$ cat src/rtl/teg_pkg.sv
package teg_pkg;

  typedef enum logic [1:0] {
    EDGE_RISE   = 2'd0,
    EDGE_FALL   = 2'd1,
    EDGE_TOGGLE = 2'd2,
    EDGE_NONE   = 2'd3
  } edgeSel_e;

  typedef struct packed {
    logic     enable;
    logic     dirIn;
    edgeSel_e edgeSel;
  } ctrlReg_t;

  // strobes and levels from control to datapath
  typedef struct packed {
    logic     loadCmp;
    logic     armed;
    logic     outputOn;
    logic     flush;
    edgeSel_e edgeSel;
  } dpStrobe_t;

  typedef struct packed {
    logic     valid;
    edgeSel_e edgeSel;
  } evtStage_t;

  function automatic logic applyEdge(input edgeSel_e sel, input logic cur);
    case (sel)
      EDGE_RISE:   applyEdge = 1'b1;
      EDGE_FALL:   applyEdge = 1'b0;
      EDGE_TOGGLE: applyEdge = ~cur;
      default:     applyEdge = cur;
    endcase
  endfunction

endpackage

$ cat src/rtl/teg_ctrl.sv
module teg_ctrl
  import teg_pkg::*;
#(
  parameter int ADDR_W = 5,
  parameter int DATA_W = 32,
  parameter int TIME_W = 2 * DATA_W
) (
  input  logic              clk,
  input  logic              rstN,
  input  logic [ADDR_W-1:0] busAddr,
  input  logic              busWe,
  input  logic [DATA_W-1:0] busWdata,
  output logic [DATA_W-1:0] busRdata,
  input  logic [TIME_W-1:0] cmpNow,
  input  logic              matchHit,
  output dpStrobe_t         strb,
  output logic [TIME_W-1:0] cmpLoadVal,
  output logic              armedQ,
  output logic              loadLo
);

  localparam logic [ADDR_W-1:0] OFS_CTRL   = ADDR_W'(8'h00);
  localparam logic [ADDR_W-1:0] OFS_CMP_LO = ADDR_W'(8'h10);
  localparam logic [ADDR_W-1:0] OFS_CMP_HI = ADDR_W'(8'h14);
  localparam int HI_W = TIME_W - DATA_W;

  ctrlReg_t          ctrlQ;
  logic [HI_W-1:0]   pendHiQ;
  logic              wrCtrl;
  logic              wrHi;

  assign wrCtrl = busWe && (busAddr == OFS_CTRL);
  assign wrHi   = busWe && (busAddr == OFS_CMP_HI);
  assign loadLo = busWe && (busAddr == OFS_CMP_LO);

  always_ff @(posedge clk) begin
    if (!rstN) begin
      ctrlQ   <= '{enable: 1'b0, dirIn: 1'b0, edgeSel: EDGE_RISE};
      pendHiQ <= '0;
      armedQ  <= 1'b0;
    end else begin
      if (wrCtrl) begin
        ctrlQ.enable  <= busWdata[0];
        ctrlQ.dirIn   <= busWdata[1];
        ctrlQ.edgeSel <= edgeSel_e'(busWdata[3:2]);
      end
      if (wrHi) pendHiQ <= busWdata[HI_W-1:0];
      if (loadLo)        armedQ <= 1'b1;
      else if (matchHit) armedQ <= 1'b0;
    end
  end

  assign cmpLoadVal = {pendHiQ, busWdata};

  always_comb begin
    strb.loadCmp  = loadLo;
    strb.armed    = armedQ;
    strb.outputOn = ctrlQ.enable & ~ctrlQ.dirIn;
    strb.flush    = ~ctrlQ.enable;
    strb.edgeSel  = ctrlQ.edgeSel;
  end

  always_comb begin
    busRdata = '0;
    case (busAddr)
      OFS_CTRL:   busRdata[3:0] = {ctrlQ.edgeSel, ctrlQ.dirIn, ctrlQ.enable};
      OFS_CMP_LO: busRdata = cmpNow[DATA_W-1:0];
      OFS_CMP_HI: busRdata = cmpNow[TIME_W-1:DATA_W];
      default:    busRdata = '0;
    endcase
  end

endmodule

$ cat src/rtl/teg_datapath.sv
module teg_datapath
  import teg_pkg::*;
#(
  parameter int TIME_W    = 64,
  parameter int MATCH_LAT = 2
) (
  input  logic              clk,
  input  logic              rstN,
  input  dpStrobe_t         strb,
  input  logic [TIME_W-1:0] cmpLoadVal,
  input  logic [TIME_W-1:0] timeNow,
  output logic [TIME_W-1:0] cmpQ,
  output logic              matchHit,
  output logic              pinOut
);

  evtStage_t pipeQ [MATCH_LAT];
  logic      pinQ;

  always_ff @(posedge clk) begin
    if (!rstN)             cmpQ <= '0;
    else if (strb.loadCmp) cmpQ <= cmpLoadVal;
  end

  assign matchHit = strb.armed && strb.outputOn && (|cmpQ) && (timeNow == cmpQ);

  for (genvar s = 0; s < MATCH_LAT; s++) begin : gStage
    always_ff @(posedge clk) begin
      if (!rstN || strb.flush) begin
        pipeQ[s] <= '{valid: 1'b0, edgeSel: EDGE_RISE};
      end else if (s == 0) begin
        pipeQ[s] <= '{valid: matchHit, edgeSel: strb.edgeSel};
      end else begin
        pipeQ[s] <= pipeQ[(s == 0) ? 0 : s-1];
      end
    end
  end

  always_ff @(posedge clk) begin
    if (!rstN) pinQ <= 1'b0;
    else if (strb.outputOn && pipeQ[MATCH_LAT-1].valid)
      pinQ <= applyEdge(pipeQ[MATCH_LAT-1].edgeSel, pinQ);
  end

  assign pinOut = pinQ;

endmodule

$ cat src/rtl/timed_edge_gen.sv
module timed_edge_gen
  import teg_pkg::*;
#(
  parameter int ADDR_W    = 5,
  parameter int DATA_W    = 32,
  parameter int MATCH_LAT = 2
) (
  input  logic                  clk,
  input  logic                  rstN,
  input  logic [ADDR_W-1:0]     busAddr,
  input  logic                  busWe,
  input  logic [DATA_W-1:0]     busWdata,
  output logic [DATA_W-1:0]     busRdata,
  input  logic [2*DATA_W-1:0]   timeNow,
  output logic                  pinOut
);

  localparam int TIME_W = 2 * DATA_W;

  dpStrobe_t         strb;
  logic [TIME_W-1:0] cmpLoadVal;
  logic [TIME_W-1:0] cmpQ;
  logic              matchHit;
  logic              armedQ;
  logic              loadLo;
  logic              outputOn;

  teg_ctrl #(.ADDR_W(ADDR_W), .DATA_W(DATA_W), .TIME_W(TIME_W)) uCtrl (
    .clk(clk), .rstN(rstN),
    .busAddr(busAddr), .busWe(busWe), .busWdata(busWdata), .busRdata(busRdata),
    .cmpNow(cmpQ), .matchHit(matchHit),
    .strb(strb), .cmpLoadVal(cmpLoadVal), .armedQ(armedQ), .loadLo(loadLo)
  );

  teg_datapath #(.TIME_W(TIME_W), .MATCH_LAT(MATCH_LAT)) uDp (
    .clk(clk), .rstN(rstN),
    .strb(strb), .cmpLoadVal(cmpLoadVal), .timeNow(timeNow),
    .cmpQ(cmpQ), .matchHit(matchHit), .pinOut(pinOut)
  );

  assign outputOn = strb.outputOn;

endmodule

$ cat config.mk
export PLATFORM = sky130hd
export DESIGN_NAME = timed_edge_gen
export DESIGN_NICKNAME = d
export VERILOG_FILES = /design/src/rtl/teg_pkg.sv /design/src/rtl/teg_ctrl.sv /design/src/rtl/teg_datapath.sv /design/src/rtl/timed_edge_gen.sv
export SDC_FILE = /design/constraint.sdc
export NUM_CORES = 1
export LEC_CHECK = 0
export BUFFER_PORTS_ARGS = -buffer_cell sky130_fd_sc_hd__buf_2
export CAP_MARGIN = 20
export CORE_ASPECT_RATIO = 1.1
export CORE_UTILIZATION = 41
export DETAILED_ROUTE_END_ITERATION = 10
export PLACE_DENSITY = 0.76
export SLEW_MARGIN = 20
export SYNTH_ARGS = -nofsm -noshare
export SYNTH_HDL_FRONTEND = slang
export SYNTH_SLANG_ARGS = --single-unit
$ cat constraint.sdc
create_clock -name clk -period 1.85 [get_ports clk]
set_input_delay 0.37 -clock clk [delete_from_list [all_inputs] [get_ports clk]]
set_output_delay 0.37 -clock clk [all_outputs]
set_load 0.02 [all_outputs]
* Word-level counts from Yosys, hierarchy flattened *
Memory sizes are Yosys's and may differ from the RTL's.
Index checks and enable logic that the tools add are counted.

storage, ports and cells
  bits in registers = 102
  bits of input ports = 104
  memories kept = 1
  logic and storage cells = 44
  bits in writable memories = 6
  output and inout port bits = 33

memory list
  memory     words  bits a word  rd ports  clocked after Yosys merged registers in  wr ports  line                text
  uDp.pipeQ  2      3            2         0                                        2         teg_datapath.sv:17  evtStage_t pipeQ [MATCH_LAT];

operators by class
  equal/unequal tests = 5
  reduce and logical (&&, ||, !) cells = 15
  mux-type cells = 10
  bitwise logic cells = 6

operators by type and width
  operator                                             number
  equality test 64 bit                                 1
  OR reduction 64 bit                                  1
  one-hot mux 28 bit (2 select lines)                  1
  one-hot mux 4 bit (3 select lines)                   1
  equality test 5 bit, second input constant           2
  logical AND 1 bit                                    7
  two-way mux 3 bit                                    2
  logical NOT 5 bit                                    1
  two-way mux 1 bit                                    5
  NOT 1 bit                                            3
  one-hot mux 1 bit (3 select lines)                   1
  nonzero test 3 bit                                   1
  equality test 2 x 1 -> 1 bit, second input constant  1
  equality test 2 bit, second input constant           1
  logical NOT 2 bit                                    1
  bitwise OR 1 bit                                     2
  AND reduction 2 bit                                  1
  nonzero test 2 bit                                   1
  bitwise AND 1 bit                                    1
  logical NOT 1 bit                                    1
  logical OR 1 bit                                     1

* Longest topological paths before layout *
  depth in word-level cells = 7
  gate-level depth with buffers = 8

* Modules after synthesis *
Synthesis repeated with hierarchy kept, for this count alone.

second synthesis, totals
  cell total of the unflattened synthesis = 614
  area, all modules = 5,804.3 µm²

modules (own cells, without submodules)
  module        area an instance (µm²)  cells an instance  times used
  teg_datapath  3,626.0                 367                1
  teg_ctrl      2,178.3                 247                1

* Least setup slack after synthesis *
No wires, ideal clock.

  path type = input to output
  start = in busAddr[2]
  end = out busRdata[10]
  required time = 1.480 ns
  setup slack = -0.274 ns
  arrival time = 1.754 ns
  cell stages on the path = 5
  cell sequence = nor4_1 and2_1 clkbuf_1 clkbuf_1 a22o_1

on the way
  longest elaborated chain between the ends = 2
  elaborated cells between the ends (all ways) = 3
  those cells by class = eq/ne: 2; mux: 1

RTL lines
  what                                     line                  text
  from (decl)                              timed_edge_gen.sv:10  input logic [ADDR_W-1:0] busAddr,
  equality test 5 bit                      teg_ctrl.sv:65        case (busAddr)
  one-hot mux 28 bit (2 select lines) (*)  teg_ctrl.sv:65
  to (decl)                                timed_edge_gen.sv:13  output logic [DATA_W-1:0] busRdata,

Mark *: on every way between the ends. The rest lies on a longest branch, timed or not.

* Final worst setup path *
  start = reg uDp.cmpQ[35]
  end = reg uCtrl.armedQ

on the way
  longest elaborated chain between the ends = 4
  elaborated cells between the ends (all ways) = 5
  those cells by class = eq/ne: 1; reduce/logical: 4

RTL lines
  what                              line                text
  from (decl)                       teg_datapath.sv:12  output logic [TIME_W-1:0] cmpQ,
  from (signal assigned)            teg_datapath.sv:22  else if (strb.loadCmp) cmpQ <= cmpLoadVal;
  OR reduction 64 bit               teg_datapath.sv:25  assign matchHit = strb.armed && strb.outputOn && (|cmpQ) && (timeNow == cmpQ);
  logical AND 1 bit                 teg_datapath.sv:25
  logical AND 1 bit (*)             teg_datapath.sv:25
  nonzero test 2 bit (no line) (*)  n/a
  to (signal assigned)              teg_ctrl.sv:40      armedQ <= 1'b0;
  to (signal assigned)              teg_ctrl.sv:48      if (loadLo) armedQ <= 1'b1;
  to (signal assigned)              teg_ctrl.sv:49      else if (matchHit) armedQ <= 1'b0;
  to (decl)                         teg_ctrl.sv:18      output logic armedQ,

Marks and branches as above.
A chain may end at the register's enable or synchronous reset.

==> metrics.md <==
| Metric | Value |
|---|---|
| Status | `complete, but fails checks` |
| Failing checks | `negative setup slack` |
| Reg2Reg Launch Point | `uDp.cmpQ[35]` |
| First-pass GRT wire length | `26.8 mm` |
| P_sw | `0.00114 W` |
| Number of flops mapped to enable cells by yosys | `0` |
| Initial core utilization | `42.0%` |
| Share of the synthesized area in the top cell type | `40.7%` |
| Crit-path cells | `xor2_1 -> or4_1 -> or4_4 -> nor4b_4 -> a41oi_2` |
| Maximum number of pins on one net before global-route repair | `64` |
| Post-Syn Nets | `747` |
| Cell row count | `43` |
| Top Family by Delay on Critical Path | `simple AND/OR/NAND/NOR gates` |
| Number of cells after detailed placement | `946` |
| Worst-path clk slew | `0.07 ns` |
| WL final | `18.4 mm` |
| Drt wl/cell | `19.0 µm` |
| # setup viols final | `29` |
| Seq pwr share | `48.5%` |
| Multi-input combinational cell area | `3130 µm²` |
| Clk pwr share | `41.5%` |
| Worst Setup SP | `uDp.cmpQ[35]` |
| Initial antenna violation count | `0` |
| Critical path arrival | `2.23 ns` |
| Hold Crit Depth | `3` |
| Hold_ws | `0.268 ns` |
| Most common cell after layout, fill and taps aside | `nand2_1` |
| Critical path type | `reg2reg` |
| PnR Total Power | `0.00483 W` |
| Final Max Tran Viols | `0` |
| Gpl congestion | `0.933` |
| Final Worst Setup Slack | `-0.153 ns` |
| Reg2Reg Setup Slack | `-0.15 ns` |
| # clock sinks | `108` |
| Hold Violations, Final | `0` |
| Sequential element share of the synthesized area | `40.7%` |
| Fill cells | `1128` |
| Power Dens Cells | `656 nW/µm²` |
| First-pass DRT Iterations | `5` |
| Startpoint types | `register` |
| Peak Freq | `499 MHz` |
| Total GRT Usage | `26.0%` |
| Critical path's largest stage delay | `0.54 ns` |
| Area growth, synth to finish | `38.5%` |
| Tcrit/Tclk final | `108%` |
| Slew @ Worst Pin | `0.437 ns` |
| Placeable core area | `12600 µm²` |
| Cell taking the most area after synthesis | `dfxtp_1` |
| Hold path startpoint | `busWdata[16]` |
| Ports | `137` |
| Mapped Area | `5320 µm²` |
| Cells after synthesis | `643` |
| Number of DRC markers in iteration 0 | `381` |
| Grt total ovfl | `0` |
| Die H | `121 µm` |
| Synthesis Warnings | `0` |
| R2r worst-path depth | `5` |
| Drc violations | `0` |
| Finished Core Util | `58.2%` |
| Final HPWL DP | `12.5 mm` |
| Reg-to-reg critical path endpoint | `uCtrl.armedQ` |
| Die Wd | `111 µm` |
| Die ar. | `13400 µm²` |
| Register Area | `2160 µm²` |
| # port buffers | `136` |
| Synth top area cells | `dfxtp_1 (41%), nand2_1 (15%), a21boi_0 (13%)` |
| Crit. End Element | `register` |
| Max Cap Viol | `0` |
| Post-synthesis register bit count | `108` |
| Vias in the first global route | `5056` |
| Worst min path class | `in2reg` |
| Clock skew | `0.00903 ns` |
| Post-synth ARST share | `0%` |
| Cell Count, Final, Fillers Out | `971` |
| RSZ-0062 raised after global routing | `true` |
| Root buffer cell | `clkbuf_16` |
| Htree depth | `3` |
| Total CTS buffers | `9` |
| Worst-Skew Late Latency | `0.36 ns` |
| Worst Path Max Fanout | `2` |
| CP max stage cell | `or4_1` |
| Hold worst-path end | `uCtrl.pendHiQ[16]` |
| Longest Clk Path Bufs | `2` |
| Vias post-DR | `5428` |
| Switching Fraction | `23.5%` |
| Required time of the critical path | `2.08 ns` |
| Hold_buf cts | `0` |
| Synthesized area per cell | `8.27 µm²` |
| Final Net Count | `913` |
| Cell-internal power | `0.00369 W` |
| Min cycle time layout | `2.00 ns` |
| CTS tree | `built` |
| Synth unique cells | `37` |
| Peak supply drop | `0.000461 V` |
| Buffers & Inverters on Critical Path | `0` |
| Antenna Cells | `0` |
| Logic gate share of total power | `10.0%` |
| Routed Antenna Nets | `0` |
| Setup_tns | `-2.37 ns` |
| Ys flop type | `dfxtp_1` |
| Slew margin rel. | `70.6%` |
| Routed vias/inst | `5.59` |
| Share of cells above drive strength 1 | `28.6%` |
| Pleak | `2.88 nW` |
| Most frequent cells in the layout | `nand2_1 (201), dfxtp_1 (107), buf_2 (100)` |
per-stage QoR:
step           worst slack, ns  cell area, µm²
5_1_grt                 -0.196            7360
2_1_floorplan          -0.0627            5330
3_3_place_gp            -0.204            6500
4_1_cts                -0.0602            7030
3_5_place_dp            -0.222            6500
6_report                -0.153            7360
flip-flops by register name, indices dropped and copies added (netlist names):
register / flops
uCtrl.ctrlQ: 2
uDp.pinOut: 1
uCtrl.armedQ: 1
uDp.cmpQ: 64
uCtrl.strb: 2
uCtrl.pendHiQ: 32
uDp.pipeQ: 6
tightest hold or removal path: cells and delay by family:
kind / cells / cell delay, ns
simple gates: 1 / 0.04
compound gates: 1 / 0.06
buf+inv: 1 / 0.11
power by group through the flow:
stage	clock, W	sequential, W	combinational, W
after floorplan	0	0.00240	0.000182
after global placement	0	0.00240	0.000434
after detailed placement	0	0.00240	0.000433
after CTS	0.00201	0.00234	0.000448
after global routing	0.00211	0.00234	0.000504
final	0.00200	0.00234	0.000481
per-layer routing:
metal | track usage, % | vias up | share of wire, %
li1 | - | 2555 | -
met1 | 34.4 | 2542 | 42
met2 | 40.8 | 275 | 46
met5 | 0 | - | 0
met4 | 15.8 | 0 | 5.3
met3 | 3.00 | 56 | 6.8
cell usage after synthesis, types with 2 or more instances:
master / number
a21boi_0: 92
a21boi_1: 4
a22o_1: 28
and2_1: 2
and3_1: 6
and4_1: 2
buf_1: 4
buf_2: 5
clkbuf_1: 31
dfxtp_1: 108
mux2i_1: 8
nand2_1: 206
nand4_1: 22
nor2b_1: 5
nor3_1: 2
nor4_1: 27
nor4b_1: 2
o21ai_0: 5
or4_1: 4
xnor2_1: 43
xor2_1: 21
kinds of logic after synthesis:
| kind of cell | share of synthesized area [%] |
|---|---|
| and+or+nand+nor | 25.0 |
| xor gates and xnor gates | 10.5 |
| DFF | 40.7 |
| AOI/OAI and AO/OA | 19.0 |
| buffers and inverters | 3.01 |
| muxes | 1.72 |
how the worst max path moves through the flow:
| stage | end | slack, ns | depth (start not counted) |
|---|---|---|---|
| 6_report | uCtrl.armedQ | -0.15 | 5 |
| 4_1_cts | uCtrl.armedQ | -0.06 | 5 |
| 5_1_grt | uCtrl.armedQ | -0.20 | 5 |
| 3_5_place_dp | uCtrl.armedQ | -0.22 | 6 |
| 2_1_floorplan | busRdata[10] | -0.06 | 5 |
| 3_3_place_gp | uCtrl.armedQ | -0.20 | 6 |
cell type report:
type                            instances  share of cell area, %
Multi-Input combinational cell        494                   42.6
Inverter                                1                 0.0510
Clock inverter                          5                  0.816
Timing Repair Buffer                  195                   21.1
Clock buffer                           11                   3.43
Sequential cell                       108                   29.4
Tap cell                              157                   2.67
repair_timing:
action / CTS / global route
cloned: 1 / 6
setup buffers: 0 / 2
endpoints found under the setup margin: 34 / 34
resized for setup: 68 / 39
pin swaps: 2 / 30
No activity file was read; power rests on OpenSTA's default activity.
